[src/rtl/pll_mode_pkg.sv]
package pll_mode_pkg;

  localparam int MODE_W = 2;

  typedef enum logic [MODE_W-1:0] {
    MODE_FREE = 2'b00,
    MODE_ACQ  = 2'b01,
    MODE_LOCK = 2'b10,
    MODE_HOLD = 2'b11
  } loopModeT;

  // strobes from the control decision to the state-holding datapath
  typedef struct packed {
    logic     markInit;
    logic     dropPin;
    logic     fireSwitch;
    loopModeT nextMode;
  } ctrlStrobeT;

endpackage

[src/rtl/pll_mode_fsm.sv]
module pll_mode_fsm
  import pll_mode_pkg::*;
(
  input  loopModeT   curMode,
  input  logic       initSeen,
  input  logic       pinned,
  input  logic       initDone,
  input  logic       selValid,
  input  logic       altValid,
  input  logic       phaseLocked,
  input  logic       historyValid,
  input  logic       hostForceHold,
  output ctrlStrobeT strobe
);

  // recovery choice when the selected input is lost
  function automatic ctrlStrobeT failover(input logic alt, input logic hist);
    ctrlStrobeT s;
    s = '0;
    if (alt) begin
      s.fireSwitch = 1'b1;
      s.nextMode   = MODE_ACQ;
    end else if (hist) begin
      s.nextMode = MODE_HOLD;
    end else begin
      s.nextMode = MODE_FREE;
    end
    return s;
  endfunction

  always_comb begin
    strobe          = '0;
    strobe.nextMode = curMode;
    if (!initSeen) begin
      strobe.markInit = initDone;
      strobe.nextMode = MODE_FREE;
    end else if (hostForceHold) begin
      strobe.dropPin  = 1'b1;
      strobe.nextMode = MODE_HOLD;
    end else begin
      unique case (curMode)
        MODE_FREE: begin
          if (!pinned && selValid) strobe.nextMode = MODE_ACQ;
        end
        MODE_ACQ: begin
          if (!selValid)        strobe = failover(altValid, historyValid);
          else if (phaseLocked) strobe.nextMode = MODE_LOCK;
        end
        MODE_LOCK: begin
          if (!selValid)         strobe = failover(altValid, historyValid);
          else if (!phaseLocked) strobe.nextMode = MODE_ACQ;
        end
        MODE_HOLD: begin
          if (selValid) begin
            strobe.nextMode = MODE_ACQ;
          end else if (altValid) begin
            strobe.fireSwitch = 1'b1;
            strobe.nextMode   = MODE_ACQ;
          end
        end
        default: strobe.nextMode = MODE_FREE;
      endcase
    end
  end

endmodule

[src/rtl/pll_mode_state.sv]
module pll_mode_state
  import pll_mode_pkg::*;
(
  input  logic       clk,
  input  logic       rstN,
  input  ctrlStrobeT strobe,
  input  logic       holdFreeRunCfg,
  input  logic       fastLockEn,
  output loopModeT   curMode,
  output logic       initSeen,
  output logic       pinned,
  output logic       switchReq,
  output logic       lossOfLock,
  output logic       fastLockSel
);

  always_ff @(posedge clk or negedge rstN) begin
    if (!rstN) begin
      curMode   <= MODE_FREE;
      initSeen  <= 1'b0;
      pinned    <= 1'b0;
      switchReq <= 1'b0;
    end else begin
      curMode   <= strobe.nextMode;
      switchReq <= strobe.fireSwitch;
      if (strobe.markInit) initSeen <= 1'b1;
      if (!initSeen)            pinned <= holdFreeRunCfg;
      else if (strobe.dropPin)  pinned <= 1'b0;
    end
  end

  assign lossOfLock  = (curMode != MODE_LOCK);
  assign fastLockSel = fastLockEn & lossOfLock;

endmodule

[src/rtl/pll_mode_ctrl.sv]
module pll_mode_ctrl
  import pll_mode_pkg::*;
(
  input  logic              clk,
  input  logic              rstN,
  input  logic              initDone,
  input  logic              selValid,
  input  logic              altValid,
  input  logic              phaseLocked,
  input  logic              historyValid,
  input  logic              holdFreeRunCfg,
  input  logic              fastLockEn,
  input  logic              hostForceHold,
  output logic [MODE_W-1:0] mode,
  output logic              outEn,
  output logic              lossOfLock,
  output logic              switchReq,
  output logic              fastLockSel
);

  ctrlStrobeT strobe;
  loopModeT   curMode;
  logic       initSeen;
  logic       pinned;

  pll_mode_fsm uFsm (
    .curMode      (curMode),
    .initSeen     (initSeen),
    .pinned       (pinned),
    .initDone     (initDone),
    .selValid     (selValid),
    .altValid     (altValid),
    .phaseLocked  (phaseLocked),
    .historyValid (historyValid),
    .hostForceHold(hostForceHold),
    .strobe       (strobe)
  );

  pll_mode_state uState (
    .clk           (clk),
    .rstN          (rstN),
    .strobe        (strobe),
    .holdFreeRunCfg(holdFreeRunCfg),
    .fastLockEn    (fastLockEn),
    .curMode       (curMode),
    .initSeen      (initSeen),
    .pinned        (pinned),
    .switchReq     (switchReq),
    .lossOfLock    (lossOfLock),
    .fastLockSel   (fastLockSel)
  );

  assign mode  = curMode;
  assign outEn = initSeen;

endmodule

[config.mk]
export PLATFORM = sky130hd
export DESIGN_NAME = pll_mode_ctrl
export DESIGN_NICKNAME = d
export VERILOG_FILES = /design/src/rtl/pll_mode_pkg.sv /design/src/rtl/pll_mode_fsm.sv /design/src/rtl/pll_mode_state.sv /design/src/rtl/pll_mode_ctrl.sv
export SDC_FILE = /design/constraint.sdc
export NUM_CORES = 1
export LEC_CHECK = 0
export ABC_AREA = 1
export BUFFER_PORTS_ARGS = -buffer_cell sky130_fd_sc_hd__buf_4
export CAP_MARGIN = 20
export CORE_AREA = 4 4 41 43
export DETAILED_ROUTE_END_ITERATION = 12
export DIE_AREA = 0 0 45 47
export PLACE_DENSITY = 0.68
export SYNTH_ARGS = -nofsm -noshare
export SYNTH_HDL_FRONTEND = slang
export SYNTH_SLANG_ARGS = --single-unit
[constraint.sdc]
create_clock -name clk -period 2 [get_ports clk]
set_input_delay 0.6 -clock clk [delete_from_list [all_inputs] [get_ports clk]]
set_output_delay 0.6 -clock clk [all_outputs]
set_load 0.01 [all_outputs]
==> results of run 1 <==
[final cells by class]
class	count	area share
Clock buffer	4	0.04348
Inverter	15	0.09317
Multi-Input combinational cell	46	0.4389
Sequential cell	5	0.2070
Tap cell	15	0.03106
Timing Repair Buffer	15	0.1863
[worst paths after layout]
path | cells past startpoint | slack, ns | end | startpoint
setup / recovery | 4 | 0.20 | fastLockSel | uState.curMode[0]$_DFFE_PN0P_
setup reg to reg | 8 | 0.62 | uState.curMode[0]$_DFFE_PN0P_ | uState.curMode[1]$_DFFE_PN0P_
hold reg to reg | 2 | 0.57 | uState.pinned$_DFFE_PN0P_ | uState.pinned$_DFFE_PN0P_
hold / removal | 1 | 0.15 | uState.curMode[1]$_DFFE_PN0P_ | rstN
max in group asynchronous | 1 | 1.74 | uState.curMode[0]$_DFFE_PN0P_ | rstN
min in group clk | 2 | 0.54 | uState.initSeen$_DFFE_PN0P_ | initDone
[sequential cells by signal (all words and copies together), names as in the netlist]
signal and cells:
uState.curMode 2, uState.initSeen 1, uState.pinned 1, uState.switchReq 1
[cells by family (layout without fill, tap and decap cells)]
logic type,after synthesis,after routing,synth area share
adder cells (fa/ha/maj),6,6,0.1681
buffers and inverters,15,34,0.1260
flip-flops,5,5,0.2801
AO/OA/AOI/OAI,7,7,0.08402
AND/OR/NAND/NOR,33,33,0.3417
[power groups by stage]
stage | Combinational (mW) | Clock [mW] | Sequential, mW
floorplan | 0.171 | 0 | 0.156
global placement | 0.289 | 0 | 0.150
detailed placement | 0.292 | 0 | 0.151
CTS | 0.295 | 0.125 | 0.151
global route | 0.338 | 0.140 | 0.154
finish | 0.289 | 0.120 | 0.151
[per-stage QoR]
step,worst slack (ns),hold WS (ns)
2_1_floorplan,0.4800,0.3044
3_3_place_gp,0.4778,0.4046
3_5_place_dp,0.4571,0.4092
4_1_cts,0.1736,0.1457
5_1_grt,0.08995,0.1331
6_report,0.1974,0.1504
[cells in the mapped netlist]
cell type	number
inv_1	14
nand2_1	12
nor2_1	9
ha_1	6
nand3_1	6
dfrtp_1	5
o21ai_0	5
nand2_2	2
nor2_2	2
a21oi_1	1
inv_2	1
nor4_2	1
o21bai_1	1
or2_2	1
[layer usage]
layer  track usage  vias to the layer above
met5             0                        -
met4       0.08772                        0
met3       0.03831                        0
met2        0.1949                       14
met1        0.1448                      215
li1              -                      237
==> flow_summary.ini, run 1 <==
[yosys]
yosysSeqAreaShare = 0.2801
yosysTopAreaCell = dfrtp_1
synth_cells = 66
syn_nets = 82
yosys_register_bits = 5
synth_top_area_frac = 0.2801
syn_avg_cell_area_um2 = 6.768
synth_area_um2 = 446.7
ys_types = 14
yosys_warnings = 0
yosys-top-cells-area = dfrtp_1, ha_1, inv_1, nand2_1, nor2_1

[worst_hold_path]
hold_class = input port to asynchronous set/reset pin

[routing]
wl_mm = 1.036
top_layer = met3
wl_met1_um = 424
wl_met3_um = 74
drtPass1Iterations = 4
wl_met2_um = 538
via_count = 466
vias_per_cell = 4.660
ant_nets = 0
wl_per_cell_um = 10.36
drtIter0Drc = 14
drc = 0

[die]
die_y_um = 47
start_util = 0.3433
die_area_um2 = 2115
rows = 13
io_pins = 16
die_w_um = 45
core-area_um2 = 1301

[layout]
ff_latch_area_um2 = 125.1
final_cell_mix = buf_4, inv_1, nand2_1
multi_input_area_um2 = 265.3
num_antenna_cells = 0
drive_above_1_share = 0.2941
area_delta_synth_final_pct = 35.29
final_common_cell = buf_4
instances_no_fill = 100
design_area_um2 = 604.3
post-route-util = 0.4644
fin_nets = 102
fillers = 140

[setup_path]
critical_path_required_ns = 1.40
critPathArrivalTime_ns = 1.20
critPathMaxFanout = 5
cp_cell_sequence = inv_1 > ha_1 > nor2_1 > buf_4
cpPeakStageDelay_ns = 0.40
crit_type = flip-flop to primary output
cp_slowest_cell = dfrtp_1
crit_family = flip-flops
cp-end-kind = primary output
cp-start-kind = flip-flop
worst-path-buf-inv = 2

[clock_network]
hold_buffers = 0
cts_setup_buffers = 0
clk_latency_ns = 0.24
cts_max_level = 1
clock_sinks = 5
tritoncts = yes
clk_pin_slew_ns = 0.05
clockBufferDepth = 2
cts_buffers = 3
clk_root_buffer_cell = clkbuf_4
cts_resized = 0

[timing]
tightest_slew_ns = 0.2674
finalHoldViolCount = 0
setup_violations = 0
finClkSkew_ns = 0.0007239
setup-tns-final_ns = 0
finalCritPeriodShare = 0.9013
maxSlewHeadroom = 0.8217
period_needed_ns = 1.803
max_clock_freq_mhz = 554.8
slew_violations = 0
rsz0062_at_grt = no

[pwr]
seq_power_share = 0.269
finalPower_mw = 0.5597
ir_drop_v = 0.0004439
switching_share = 0.4181
comb_power_share = 0.516
p_leak_nw = 0.3521
p_int_mw = 0.3257
power.switching_mw = 0.2340
p_per_area_nw_per_um2 = 926.1
pwr-share-clk = 0.215

[grt]
grt_overflow = 0
antenna_found_initial = 0
gr-usage-all-layers = 0.1245
grt_pass1_wl_mm = 1.800
grt_pass1_vias = 421
grt_max_degree = 9

[placed_design]
dp_hpwl_um = 889.5
place.gp.congestion = 0.8251
dpl-instance-area_um2 = 578.1
dp.cells = 96
port-buffer-count = 15

[flow_run]
drv_cap = 0

[status]
status = finished, final reports clean
No activity file was read; power rests on OpenSTA's default activity.
==> run 2: changes to the inputs <==
- ABC_AREA: 1 -> default
- CORE_AREA: 4 4 41 43 -> 5 5 42 44
- DIE_AREA: 0 0 45 47 -> 0 0 47 49
- PLACE_DENSITY: 0.68 -> 0.62
==> run 2 against run 1 <==
Design area shrank 12%. Die area increased by 8.9%. Critical path depth did not move. First-iteration DRC count shrank 57%. Fmax is 1.6% lower. Final cell count decreased by 26%. Clock power shrank 6%. Sequential cell count unchanged. Hold slack gained 0.0056 ns. Sequential power about the same. Critical endpoint unchanged. Highest routed layer unchanged.
==> flow_summary.ini, run 2 <==
[placed_design]
dp.cells = 70
port-buffer-count = 15
place.gp.congestion = 0.7293
dp_hpwl_um = 762

[layout]
drive_above_1_share = 0.3621
top_register = uState.curMode
final_common_cell = buf_4
area_delta_synth_final_pct = 42.47
num_antenna_cells = 0
ff_latch_area_um2 = 125.1
multi_input_area_um2 = 226.5
fin_nets = 75
fillers = 152
instances_no_fill = 74
final_cell_mix = buf_4, ha_1, inv_1, dfrtp_1
largest_register_ffs = 2

[yosys]
syn_nets = 55
synth_ff_type = dfrtp_1
yosysMostFrequentCell = ha_1
yosys-top-cells-area = dfrtp_1, ha_1, mux2_1, inv_1, a311oi_2
synth_top_area_frac = 0.3344
ys_types = 19
synth_area_um2 = 374.1
synth_commonest_cells = ha_1, dfrtp_1, inv_1
synth-async-reset-ratio = 1.000
yosys_warnings = 0
yosys_register_bits = 5
yosysSeqAreaShare = 0.3344
synth_edf_count = 0
syn_avg_cell_area_um2 = 9.593
synth_cells = 39
yosysTopAreaCell = dfrtp_1

[timing]
maxSlewHeadroom = 0.7774
max_clock_freq_mhz = 546.1
period_needed_ns = 1.831
finClkSkew_ns = 0.003370
finalCritPeriodShare = 0.9155
slew_violations = 0
setup_violations = 0
finalHoldViolCount = 0
rsz0062_at_grt = no
tightest_slew_ns = 0.3308
setup-tns-final_ns = 0

[pwr]
pwr-share-clk = 0.212
power.switching_mw = 0.2033
seq_power_share = 0.284
switching_share = 0.3813
ir_drop_v = 0.0004958
p_per_area_nw_per_um2 = 1000
p_int_mw = 0.3299
p_leak_nw = 0.2694
comb_power_share = 0.504
finalPower_mw = 0.5332

[grt]
gr-usage-all-layers = 0.08917
grt_max_degree = 8
grt_overflow = 0
antenna_found_initial = 0
grt_pass1_wl_mm = 1.545
grt_pass1_vias = 383

[die]
die_area_um2 = 2303
rows = 14
start_util = 0.2670
core-area_um2 = 1401
io_pins = 16
die_w_um = 47
die_y_um = 49

[clock_network]
clk_latency_ns = 0.23
cts_setup_buffers = 0
clock_sinks = 5
clk_root_buffer_cell = clkbuf_4
cts_buffers = 3
clk_pin_slew_ns = 0.04
clockBufferDepth = 2
tritoncts = yes
cts_max_level = 1
cts_resized = 0
hold_buffers = 0

[routing]
via_count = 342
ant_nets = 0
wl_per_cell_um = 12.01
wl_met2_um = 481
vias_per_cell = 4.622
wl_met3_um = 28
wl_met1_um = 379
drtIter0Drc = 6
wl_um = 889
top_layer = met3
drc = 0
drtPass1Iterations = 4

[setup_path]
cp-end-kind = primary output
cp-start-kind = flip-flop
cp_slowest_cell = dfrtp_1
critPathArrivalTime_ns = 1.23
critical_path_required_ns = 1.40
critPathMaxFanout = 5
crit_start = uState.curMode[0]$_DFFE_PN0P_
cp_cell_sequence = inv_1 > ha_1 > nor2b_1 > buf_4
worst-path-buf-inv = 2
crit_family = flip-flops
timing.rr.start = uState.curMode[1]$_DFFE_PN0P_
cpPeakStageDelay_ns = 0.41
crit_type = flip-flop to primary output

[worst_hold_path]
hold_class = input port to asynchronous set/reset pin

[status]
status = finished, final reports clean

[flow_run]
drv_cap = 0
==> run 2: cell count changes after synthesis, moves of 2 or more <==
cell / change
nand2_1: -10
inv_1: -9
nor2_1: -7
nand3_1: -5
mux2_1: +3
o21ai_0: -3
nand2_2: -2
nor2_2: -2
nor2b_1: +2
==> run 2: cell type report <==
| type | instances | share of cell area |
|---|---|---|
| clock buffer | 4 | 0.04930 |
| inverter | 6 | 0.04225 |
| multi-input combinational | 28 | 0.4249 |
| sequential | 5 | 0.2347 |
| tap | 16 | 0.03756 |
| timing repair buffer | 15 | 0.2113 |
==> run 2: power groups by stage <==
stage	clock [mW]	sequential, mW	combinational [mW]
6_report	0.113	0.151	0.269
5_1_grt	0.127	0.153	0.301
4_1_cts	0.117	0.151	0.270
3_5_place_dp	0	0.152	0.267
3_3_place_gp	0	0.150	0.263
2_1_floorplan	0	0.156	0.148
==> run 2: worst paths after layout <==
path                            slack, ns  cells past startpoint                       endpoint
worst min-delay path                 0.16                      1  uState.curMode[0]$_DFFE_PN0P_
max in group asynchronous            1.74                      1      uState.pinned$_DFFE_PN0P_
worst max-delay path                 0.17                      4                    fastLockSel
worst max register to register       0.19                      6  uState.curMode[1]$_DFFE_PN0P_
min in group clk                     0.52                      1      uState.pinned$_DFFE_PN0P_
worst min register to register       0.52                      1      uState.pinned$_DFFE_PN0P_
==> run 2: through the flow <==
step	hold WS [ns]	utilization	area, um2	setup slack (ns)
after floorplan	0.3044	-	374.1	0.3200
after global placement	0.4030	0.3616	506.7	0.2328
after detailed placement	0.4036	0.3616	506.7	0.2164
after CTS	0.1521	0.3804	533.0	0.1582
after global routing	0.1457	0.3804	533.0	0.09540
final	0.1560	0.3804	533.0	0.1689
==> run 2: cell families (layout without fill, tap and decap cells) <==
group	Yosys count	after routing	synth area share
AOI/OAI and AO/OA	10	10	0.1940
muxes	3	3	0.09029
and+or+nand+nor	9	9	0.1204
buffers and inverters	6	25	0.06020
adders and majority gates	6	6	0.2007
DFF	5	5	0.3344
==> run 2: worst reg2reg max path: stages, from the launching register on <==
cell	delay [ns]
dfrtp_1	0.45
inv_1	0.14
ha_1	0.20
mux2_1	0.14
nand2_1	0.07
a311oi_2	0.33
mux2_1	0.37
==> run 2: layer usage <==
| layer | vias up | GRT usage |
|---|---|---|
| met3 | 0 | 0.01107 |
| met1 | 164 | 0.1116 |
| met4 | 0 | 0.04147 |
| met5 | - | 0 |
| met2 | 4 | 0.1448 |
| li1 | 174 | - |
==> run 3: changes to the inputs <==
- clock period: 2 -> 2.1 ns (I/O delays scaled with it)
==> run 3 against run 2 <==
Sequential cell count is the same. Total power down 6.4%. Utilization unchanged. Combinational power shrank 8.6%. Hold slack better by 0.031 ns. Register-to-register slack better by 0.11 ns. Final cell count unchanged. Critical path type unchanged. Via count increased by 3.2%. Worst setup slack better by 0.044 ns. Sequential share of layout area unchanged. Design area unchanged.
==> flow_summary.ini, run 3 (synthesis gave the netlist of run 2 again) <==
[placed_design]
dp.cells = 70
port-buffer-count = 15
place.gp.congestion = 0.7034
dpl-instance-area_um2 = 506.7

[timing]
slew_violations = 0
period_needed_ns = 1.887
maxSlewHeadroom = 0.7746
finalCritPeriodShare = 0.8986
rsz0062_at_grt = no
finClkSkew_ns = 0.002553
setup-tns-final_ns = 0
finalHoldViolCount = 0
tightest_slew_ns = 0.3351
max_clock_freq_mhz = 529.9
setup_violations = 0

[routing]
drtIter0Drc = 4
wl_per_cell_um = 11.49
via_count = 353
wl_um = 850
drtPass1Iterations = 5
ant_nets = 0
vias_per_cell = 4.770
drc = 0

[setup_path]
critPathArrivalTime_ns = 1.26
critical_path_required_ns = 1.47
crit_family = flip-flops
r2r_end = uState.curMode[0]$_DFFE_PN0P_
crit_type = flip-flop to primary output
worst-path-buf-inv = 2
timing.rr.start = uState.curMode[0]$_DFFE_PN0P_
cp-end-kind = primary output
path_depth = 4
cp-start-kind = flip-flop
cp_cell_sequence = inv_1 > ha_1 > nor2b_1 > buf_4
ff2ff_path_depth = 6
cp_slowest_cell = dfrtp_1
cpPeakStageDelay_ns = 0.43
critPathMaxFanout = 5
r2r_slack_ns = 0.30

[pwr]
finalPower_mw = 0.4992
seq_power_share = 0.293
p_int_mw = 0.3119
ir_drop_v = 0.0005193
power.switching_mw = 0.1873
comb_power_share = 0.492
switching_share = 0.3753
p_leak_nw = 0.2694
p_per_area_nw_per_um2 = 936.5
pwr-share-clk = 0.215

[layout]
num_antenna_cells = 0
top_register = uState.curMode
post-route-util = 0.3804
instances_no_fill = 74
final_cell_mix = buf_4, ha_1, inv_1, dfrtp_1
drive_above_1_share = 0.3621
largest_register_ffs = 2
area_delta_synth_final_pct = 42.47
design_area_um2 = 533.0
final_common_cell = buf_4
fin_nets = 75

[grt]
grt_pass1_wl_mm = 1.497
grt_max_degree = 8
grt_pass1_vias = 360
gr-usage-all-layers = 0.08563
antenna_found_initial = 0
grt_overflow = 0

[clock_network]
hold_buffers = 0
clk_pin_slew_ns = 0.04
cts_buffers = 3
clk_root_buffer_cell = clkbuf_4
cts_resized = 0
clk_latency_ns = 0.23
cts_max_level = 1
clockBufferDepth = 2
clock_sinks = 5
tritoncts = yes
cts_setup_buffers = 0

[status]
status = finished, final reports clean

[die]
die_area_um2 = 2303
die_y_um = 49
die_w_um = 47
core-area_um2 = 1401
io_pins = 16
start_util = 0.2670
rows = 14

[worst_hold_path]
hold_class = input port to asynchronous set/reset pin

[flow_run]
drv_cap = 0
[run 3: per-stage QoR]
stage	hold slack [ns]	worst slack [ns]
global placement	0.4337	0.3038
CTS	0.1826	0.2051
finish	0.1872	0.2129
floorplan	0.3344	0.4200
detailed placement	0.4354	0.2899
global route	0.1783	0.1325
[run 3: worst max path at each step]
stage,slack (ns),from,endpoint
CTS,0.21,uState.curMode[0]$_DFFE_PN0P_,fastLockSel
global route,0.13,uState.curMode[0]$_DFFE_PN0P_,fastLockSel
floorplan,0.42,uState.curMode[0]$_DFFE_PN0P_,uState.curMode[1]$_DFFE_PN0P_
global placement,0.30,phaseLocked,uState.curMode[0]$_DFFE_PN0P_
detailed placement,0.29,phaseLocked,uState.curMode[0]$_DFFE_PN0P_
finish,0.21,uState.curMode[0]$_DFFE_PN0P_,fastLockSel
[run 3: layer usage]
| layer | part of all wire | vias to the layer above | routed length [um] | global-route usage |
|---|---|---|---|---|
| met3 | 0.040 | 0 | 34 | 0.01107 |
| met5 | 0 | - | 0 | 0 |
| met2 | 0.54 | 9 | 458 | 0.1357 |
| met4 | 0 | 0 | 0 | 0.04147 |
| met1 | 0.42 | 168 | 357 | 0.1094 |
| li1 | - | 176 | - | - |
[run 3: cell type report]
class,instances,area [um2]
Timing Repair Buffer,15,112.6
Fill cell,155,868.3
Inverter,6,22.52
Sequential cell,5,125.1
Multi-Input combinational cell,28,226.5
Clock buffer,4,26.28
Tap cell,16,20.02
[run 3: power groups by stage]
stage | registers (mW) | logic, mW | clock network, mW
2_1_floorplan | 0.149 | 0.141 | 0
3_3_place_gp | 0.147 | 0.246 | 0
3_5_place_dp | 0.147 | 0.248 | 0
4_1_cts | 0.146 | 0.250 | 0.112
5_1_grt | 0.150 | 0.277 | 0.122
6_report | 0.146 | 0.246 | 0.107
